**config.mk**
```make
export PLATFORM = sky130hd
export DESIGN_NAME = bcd_adjust_unit
export DESIGN_NICKNAME = d
export VERILOG_FILES = /design/src/rtl/bcd_adjust_unit.sv
export SDC_FILE = /design/constraint.sdc
export NUM_CORES = 1
export LEC_CHECK = 0
export BUFFER_PORTS_ARGS = -buffer_cell sky130_fd_sc_hd__buf_2
export CAP_MARGIN = 20
export CORE_MARGIN = 2
export CORE_UTILIZATION = 28
export DETAILED_ROUTE_END_ITERATION = 8
export HOLD_SLACK_MARGIN = 0.05
export SYNTH_ARGS = -nofsm -noshare
export SYNTH_HDL_FRONTEND = slang
export SYNTH_SLANG_ARGS = --single-unit
```
**constraint.sdc**
```tcl
create_clock -name clk -period 2.5 [get_ports clk]
set_input_delay 0.25 -clock clk [delete_from_list [all_inputs] [get_ports clk]]
set_output_delay 0.25 -clock clk [all_outputs]
set_load 0.01 [all_outputs]
```
**src/rtl/bcd_adjust_unit.sv**
```systemverilog
module bcd_adjust_unit #(
  parameter int LAT = 4
) (
  input  logic       clk,
  input  logic       rst_n,
  input  logic       in_valid,
  input  logic [7:0] acc_in,
  input  logic [7:0] flags_in,
  output logic       out_valid,
  output logic [7:0] acc_out,
  output logic [7:0] flags_out
);
  localparam int BIT_C = 0;
  localparam int BIT_N = 1;
  localparam int BIT_P = 2;
  localparam int BIT_H = 4;
  localparam int BIT_Z = 6;
  localparam int BIT_S = 7;

  logic       sub, hi_fix, lo_fix;
  logic [7:0] hi_amt, lo_amt, mid, res, res_flags;

  assign sub    = flags_in[BIT_N];
  assign hi_fix = flags_in[BIT_C] | (acc_in > 8'h99);
  assign hi_amt = hi_fix ? 8'h60 : 8'h00;
  assign mid    = sub ? acc_in - hi_amt : acc_in + hi_amt;
  assign lo_fix = flags_in[BIT_H] | (mid[3:0] > 4'd9);
  assign lo_amt = lo_fix ? 8'h06 : 8'h00;
  assign res    = sub ? mid - lo_amt : mid + lo_amt;

  always_comb begin
    res_flags        = 8'h00;
    res_flags[BIT_C] = hi_fix;
    res_flags[BIT_N] = sub;
    res_flags[BIT_P] = ~^res;
    res_flags[3]     = res[3];
    res_flags[BIT_H] = lo_fix;
    res_flags[5]     = res[5];
    res_flags[BIT_Z] = (res == 8'h00);
    res_flags[BIT_S] = res[7];
  end

  generate
    if (LAT == 0) begin : g_comb
      assign out_valid = in_valid;
      assign acc_out   = res;
      assign flags_out = res_flags;
    end else begin : g_pipe
      logic       vld_q [LAT];
      logic [7:0] acc_q [LAT];
      logic [7:0] flg_q [LAT];

      always_ff @(posedge clk) begin
        if (!rst_n) begin
          for (int i = 0; i < LAT; i++) begin
            vld_q[i] <= 1'b0;
            acc_q[i] <= 8'h00;
            flg_q[i] <= 8'h00;
          end
        end else begin
          vld_q[0] <= in_valid;
          acc_q[0] <= res;
          flg_q[0] <= res_flags;
          for (int i = 1; i < LAT; i++) begin
            vld_q[i] <= vld_q[i-1];
            acc_q[i] <= acc_q[i-1];
            flg_q[i] <= flg_q[i-1];
          end
        end
      end

      assign out_valid = vld_q[LAT-1];
      assign acc_out   = acc_q[LAT-1];
      assign flags_out = flg_q[LAT-1];
    end
  endgenerate
endmodule

```
==> reports/metrics.yaml, run 1 <==
cts.path.max_buffers: 2
synth-seq-cells: 56
root_buffer: "clkbuf_8"
drv_slew: 0
busiest_layer: "met2"
hold_class: "in -> reg"
grt_pass1_wl_um: 4750
coreArea_sq_mm: 0.00679
antenna_found_initial: 0
use_met2_pct: 12.9
reg2regPathDepth: 1
post-place-ws_ns: -0.337
die_w_um: 87.7
layout.area.seq_sq_mm: 0.00112
io_pins: 36
use_met1_pct: 9.43
routedWlPerCell_um: 8.53
synth_cells: 183
cts_tree: "done"
final_area_sq_mm: 0.00262
dpl_cell_area_sq_mm: 0.00242
cts_buffers: 5
critPathMaxFanout: 3
die_y_um: 87.7
violations: "setup timing"
layout-area-overhead-vs-synth_pct: 33.8
p_total_w: 0.00191
yosys_warnings: 0
fillers: 698
syn_area_sq_mm: 0.00196
hold_viol: 0
gp_congestion: 0.758
nets: 272
drt_iter0_drc: 23
synthDistinctLibCells: 26
grtUsageMet3_pct: 2.54
initial_utilization_pct: 28.9
clk_latency_ns: 0.30
drv_cap: 0
synth_nets: 215
multiInputGateArea_sq_um: 862
hold_depth: 2
vias: 1269
netlist.area_leader.share_pct: 57.2
worst_pin_slew_ns: 0.305
die-area_sq_mm: 0.00769
drive_above_1_share_pct: 34.0
avgSynthCellArea_sq_um: 10.7
first_global_vias: 1146
fmax_ghz: 0.396
fin_crit_ns: 2.53
viasPerCell: 3.77
finalSetupViolations: 1
arrival_ns: 2.71
synth_area_leader_cell: "dfxtp_1"
grt_max_degree: 34
firstDrtPassIters: 2
clkTransAtPathRegs_ns: 0.08
ir_drop_mv: 0.244
crit_required_ns: 2.69
drc_errors: 0
routed_wl_um: 2870
synth_edf_count: 0
h-tree-depth: 2
power_leakage_nw: 1.22
fin_ws_ns: -0.0284
synthFlopType: "dfxtp_1"
ant_nets: 0
crit_path_end_kind: "flip-flop"
antenna_cells: 0
max_slew_margin_pct: 79.5
core.rowCount: 30
grt_use_total_pct: 8.02
synthTopCellsByArea: "dfxtp_1 (57%), and2_1 (14%), ha_1 (8.3%)"
status: "complete, but fails checks"
hpwl_um: 2070
numPortBuffers: 30
path_class: "in -> reg"
yosysSeqAreaShare_pct: 57.2
rsz0062_at_grt: "yes"
cp-start-kind: "input pin"
fin_crit_sh_pct: 101
clock_skew_ns: 0.00358
async_flop_share_pct: 0
grt_overflow: 0
power_density_mw_per_mm2: 727
cts.sinks: 56
[registers in the layout, summed over array words and instances (netlist names)]
register / flops
g_pipe.vld_q: 4
g_pipe.flg_q: 25
g_pipe.acc_q: 27
[timing repair]
item,CTS,global route
pin swaps,2,12
endpoints found under the setup margin,1,1
gates resized for setup,1,15
setup buffers,1,2
hold buffers,0,0
[report_power, final]
part	internal, W	leakage (nW)	switching (W)
Clock	0.000221	0.0510	0.000257
Combinational	0.000265	0.711	0.000194
Sequential	0.000960	0.459	0.0000115
[path summary, 6_finish.rpt]
| check | start | endpoint | slack, ns |
|---|---|---|---|
| worst max-delay path | acc_in[7] | g_pipe.flg_q[0][2] | -0.03 |
| worst min-delay path | in_valid | g_pipe.vld_q[0][0] | 0.15 |
| worst max register to register | g_pipe.acc_q[0][7] | g_pipe.acc_q[1][7] | 1.96 |
| worst min register to register | g_pipe.vld_q[0][2] | g_pipe.vld_q[0][3] | 0.43 |
[Yosys cell counts (all sizes together), types with 2 or more instances]
library cell / number
and2: 44
xor2: 3
inv: 7
dfxtp: 56
buf: 3
clkbuf: 8
a21o: 3
ha: 13
xnor2: 8
nand2b: 2
o21ai: 4
nor2: 14
nand2: 4
o21a: 3
[cell type report]
cell class              instances  area share [%]
inverters                       7            1.00
well taps                      96            4.58
multi-input cells             109            32.9
repair buffers                 61            15.3
flip-flops and latches         56            42.7
clock buffers                   6            3.15
clock inverters                 2           0.381
[per-layer routing]
| metal | wire length, um | part of all wire (%) |
|---|---|---|
| met3 | 125 | 4.4 |
| met5 | 0 | 0 |
| met2 | 1350 | 47 |
| met4 | 74 | 2.6 |
| met1 | 1330 | 46 |
[stage by stage]
stage          cells  utilization [%]  TNS (ns)  hold slack [ns]
2_1_floorplan    183                -   -0.0771            0.372
4_1_cts          335             37.1         0            0.142
3_5_place_dp     326             35.6    -0.362            0.410
5_1_grt          337             38.6    -0.202            0.153
3_3_place_gp     326             35.6    -0.297            0.414
6_report         337             38.6   -0.0284            0.152
[kinds of logic after synthesis]
logic type	count (synthesis)	share of synthesized area [%]
multiplexers	1	0.511
flip-flops	56	57.2
buffers and inverters	18	4.02
adder cells (fa/ha/maj)	13	8.30
AO/OA/AOI/OAI	15	5.49
AND/OR/NAND/NOR	69	19.6
XOR/XNOR	11	4.91
[layout by cell type (no fill, tap or decap), drive strengths merged, types with 2 or more instances in the layout]
cell | synthesis | final
o21ai | 4 | 4
clkbuf | 8 | 7
xnor2 | 8 | 8
nand2 | 4 | 4
clkinv | 0 | 2
xor2 | 3 | 3
dfxtp | 56 | 56
o21a | 3 | 3
inv | 7 | 7
a21o | 3 | 3
ha | 13 | 13
buf | 3 | 60
nor2 | 14 | 14
nand2b | 2 | 2
and2 | 44 | 44
[worst max-delay path: stages]
cell       delay [ns]
clkbuf_4         0.15
o2111ai_4        0.12
nand3_2          0.12
nand2_1          0.11
ha_4             0.29
o21a_1           0.14
nor2_1           0.05
ha_1             0.31
a21o_1           0.22
a31oi_4          0.17
xnor2_2          0.14
ha_1             0.26
xor2_1           0.19
xnor2_1          0.13
nor2_1           0.06
Power figures use the tool's default switching activity.
==> run 2, diff against run 1 <==
--- a/config.mk
+++ b/config.mk
@@ -9,6 +9,7 @@
 export CAP_MARGIN = 20
 export CORE_MARGIN = 2
 export CORE_UTILIZATION = 28
+export CTS_BUF_LIST = sky130_fd_sc_hd__clkbuf_16
 export DETAILED_ROUTE_END_ITERATION = 8
 export HOLD_SLACK_MARGIN = 0.05
 export SYNTH_ARGS = -nofsm -noshare
==> constraint.sdc (replaced) <==
create_clock -name clk -period 2.5 [get_ports clk]
set_input_delay 0.25 -clock clk [delete_from_list [all_inputs] [get_ports clk]]
set_output_delay 0.25 -clock clk [all_outputs]
set_load 0.05 [all_outputs]
==> reports/metrics.yaml, run 2 (synthesis results as in run 1) <==
regMostFlops: "g_pipe.acc_q"
layout_common_cells: "dfxtp_1 (56), and2_1 (44), buf_4 (30)"
routedWlPerCell_um: 8.32
die_y_um: 87.7
fmax_ghz: 0.401
crit_required_ns: 2.66
fin_crit_ns: 2.49
largest_reg_flops: 27
rsz0062_at_grt: "yes"
fin_ws_ns: 0.00687
cts.sinks: 56
reg2regPathDepth: 1
crit_path_end_kind: "flip-flop"
grt_use_total_pct: 8.04
reg2reg_to: "g_pipe.acc_q[1][7]"
clk_latency_ns: 0.28
grtUsageMet3_pct: 2.26
hpwl_um: 2070
drv_cap: 0
hold_class: "in -> reg"
use_met1_pct: 9.49
hold_path_end: "g_pipe.vld_q[0][0]"
numPortBuffers: 30
vias: 1268
h-tree-depth: 2
path_class: "in -> reg"
grt_max_degree: 34
firstDrtPassIters: 4
hold_viol: 0
rrSetupSlack_ns: 1.96
nets: 271
p_total_w: 0.00207
busiest_layer: "met2"
fin_crit_sh_pct: 99.7
cts.path.max_buffers: 2
drive_above_1_share_pct: 32.5
layout_commonest_cell: "dfxtp_1"
finalSetupViolations: 0
reg2reg_from: "g_pipe.acc_q[0][7]"
arrival_ns: 2.65
crit_path_max_incr_delay_ns: 0.33
reg_top3: "g_pipe.acc_q (27), g_pipe.flg_q (25), g_pipe.vld_q (4)"
crit_slowest_cell: "ha_1"
layout-area-overhead-vs-synth_pct: 33.4
cts_buffers: 5
hp-start: "in_valid"
cts_hold_buf: 0
path_cells: "buf_2, o2111ai_2, nand3_2, nand2_1, ha_4, o21a_1, nor2_1, ha_1, a21o_1, a31oi_2, xnor2_2, ha_1, xor2_1, xnor2_1, nor2_1"
coreArea_sq_mm: 0.00679
hold-worst-slack_ns: 0.170
ant_nets: 0
power_leakage_nw: 1.23
power_density_mw_per_mm2: 791
drc_errors: 0
hold_depth: 2
fillers: 692
die-area_sq_mm: 0.00769
final_util_pct: 38.5
grt_pass1_wl_um: 4820
io_pins: 36
antenna_found_initial: 0
drt_iter0_drc: 21
status: "complete, no violations"
use_met2_pct: 13.3
clkTransAtPathRegs_ns: 0.06
cp-start-kind: "input pin"
max_slew_margin_pct: 79.7
routed_wl_um: 2790
drv_slew: 0
worst_pin_slew_ns: 0.304
die_w_um: 87.7
first_global_vias: 1171
tns_ns: 0
grt_overflow: 0
ir_drop_mv: 0.397
gp_congestion: 0.758
antenna_cells: 0
root_buffer: "clkbuf_16"
cts_tree: "done"
initial_utilization_pct: 28.9
post-place-ws_ns: -0.337
critPathMaxFanout: 3
viasPerCell: 3.77
core.rowCount: 30
clock_skew_ns: 0.00321
-- run 2: layer usage --
metal | share of wire [%] | vias to the layer above
li1 | - | 687
met1 | 47 | 544
met2 | 45 | 32
met3 | 4.4 | 5
met4 | 2.6 | 0
met5 | 0 | -
-- run 2: power by group --
part | total (W) | internal [W] | leakage (nW) | switching [W]
Clock | 0.000638 | 0.000364 | 0.0710 | 0.000275
Sequential | 0.000972 | 0.000961 | 0.459 | 0.0000114
Combinational | 0.000459 | 0.000252 | 0.702 | 0.000207
Total | 0.00207 | 0.00158 | 1.23 | 0.000493
-- run 2: worst max-delay path by stage --
stage,start,to,slack [ns],depth (start not counted)
after CTS,acc_in[7],g_pipe.flg_q[0][2],0.01,15
after global placement,acc_in[6],g_pipe.flg_q[0][2],-0.30,15
after detailed placement,acc_in[6],g_pipe.flg_q[0][2],-0.34,15
final,acc_in[7],g_pipe.flg_q[0][2],0.007,15
after global routing,acc_in[7],g_pipe.flg_q[0][2],-0.18,15
after floorplan,acc_in[1],g_pipe.flg_q[0][2],-0.08,14
-- run 2: final cells by class --
cell class                      instances  area [sq um]  area share, %
Clock buffer                            5           125           4.78
Clock inverter                          3          13.8          0.526
Inverter                                7          26.3           1.00
Multi-Input combinational cell        109           822           31.4
Sequential cell                        56          1120           42.9
Tap cell                               96           120           4.59
Timing Repair Buffer                   60           388           14.8
-- run 2: timing repair --
action                                  in CTS  in global routing
setup buffers                                2                  0
gates resized for setup                      4                  5
endpoints found under the setup margin       1                  1
pin swaps                                    4                  5
-- run 2: critical path: cells and delay by family --
family                   cells  cell delay, ns
XOR/XNOR                     3            0.44
AND/OR/NAND/NOR              4            0.34
buffers and inverters        1            0.12
AO/OA/AOI/OAI                4            0.62
adder cells (fa/ha/maj)      3            0.88
-- run 2: per-stage QoR --
stage / std cells / instance area [sq um]
after floorplan: 183 / 1990
after global placement: 326 / 2420
after detailed placement: 326 / 2420
after CTS: 336 / 2580
after global routing: 336 / 2620
final: 336 / 2620
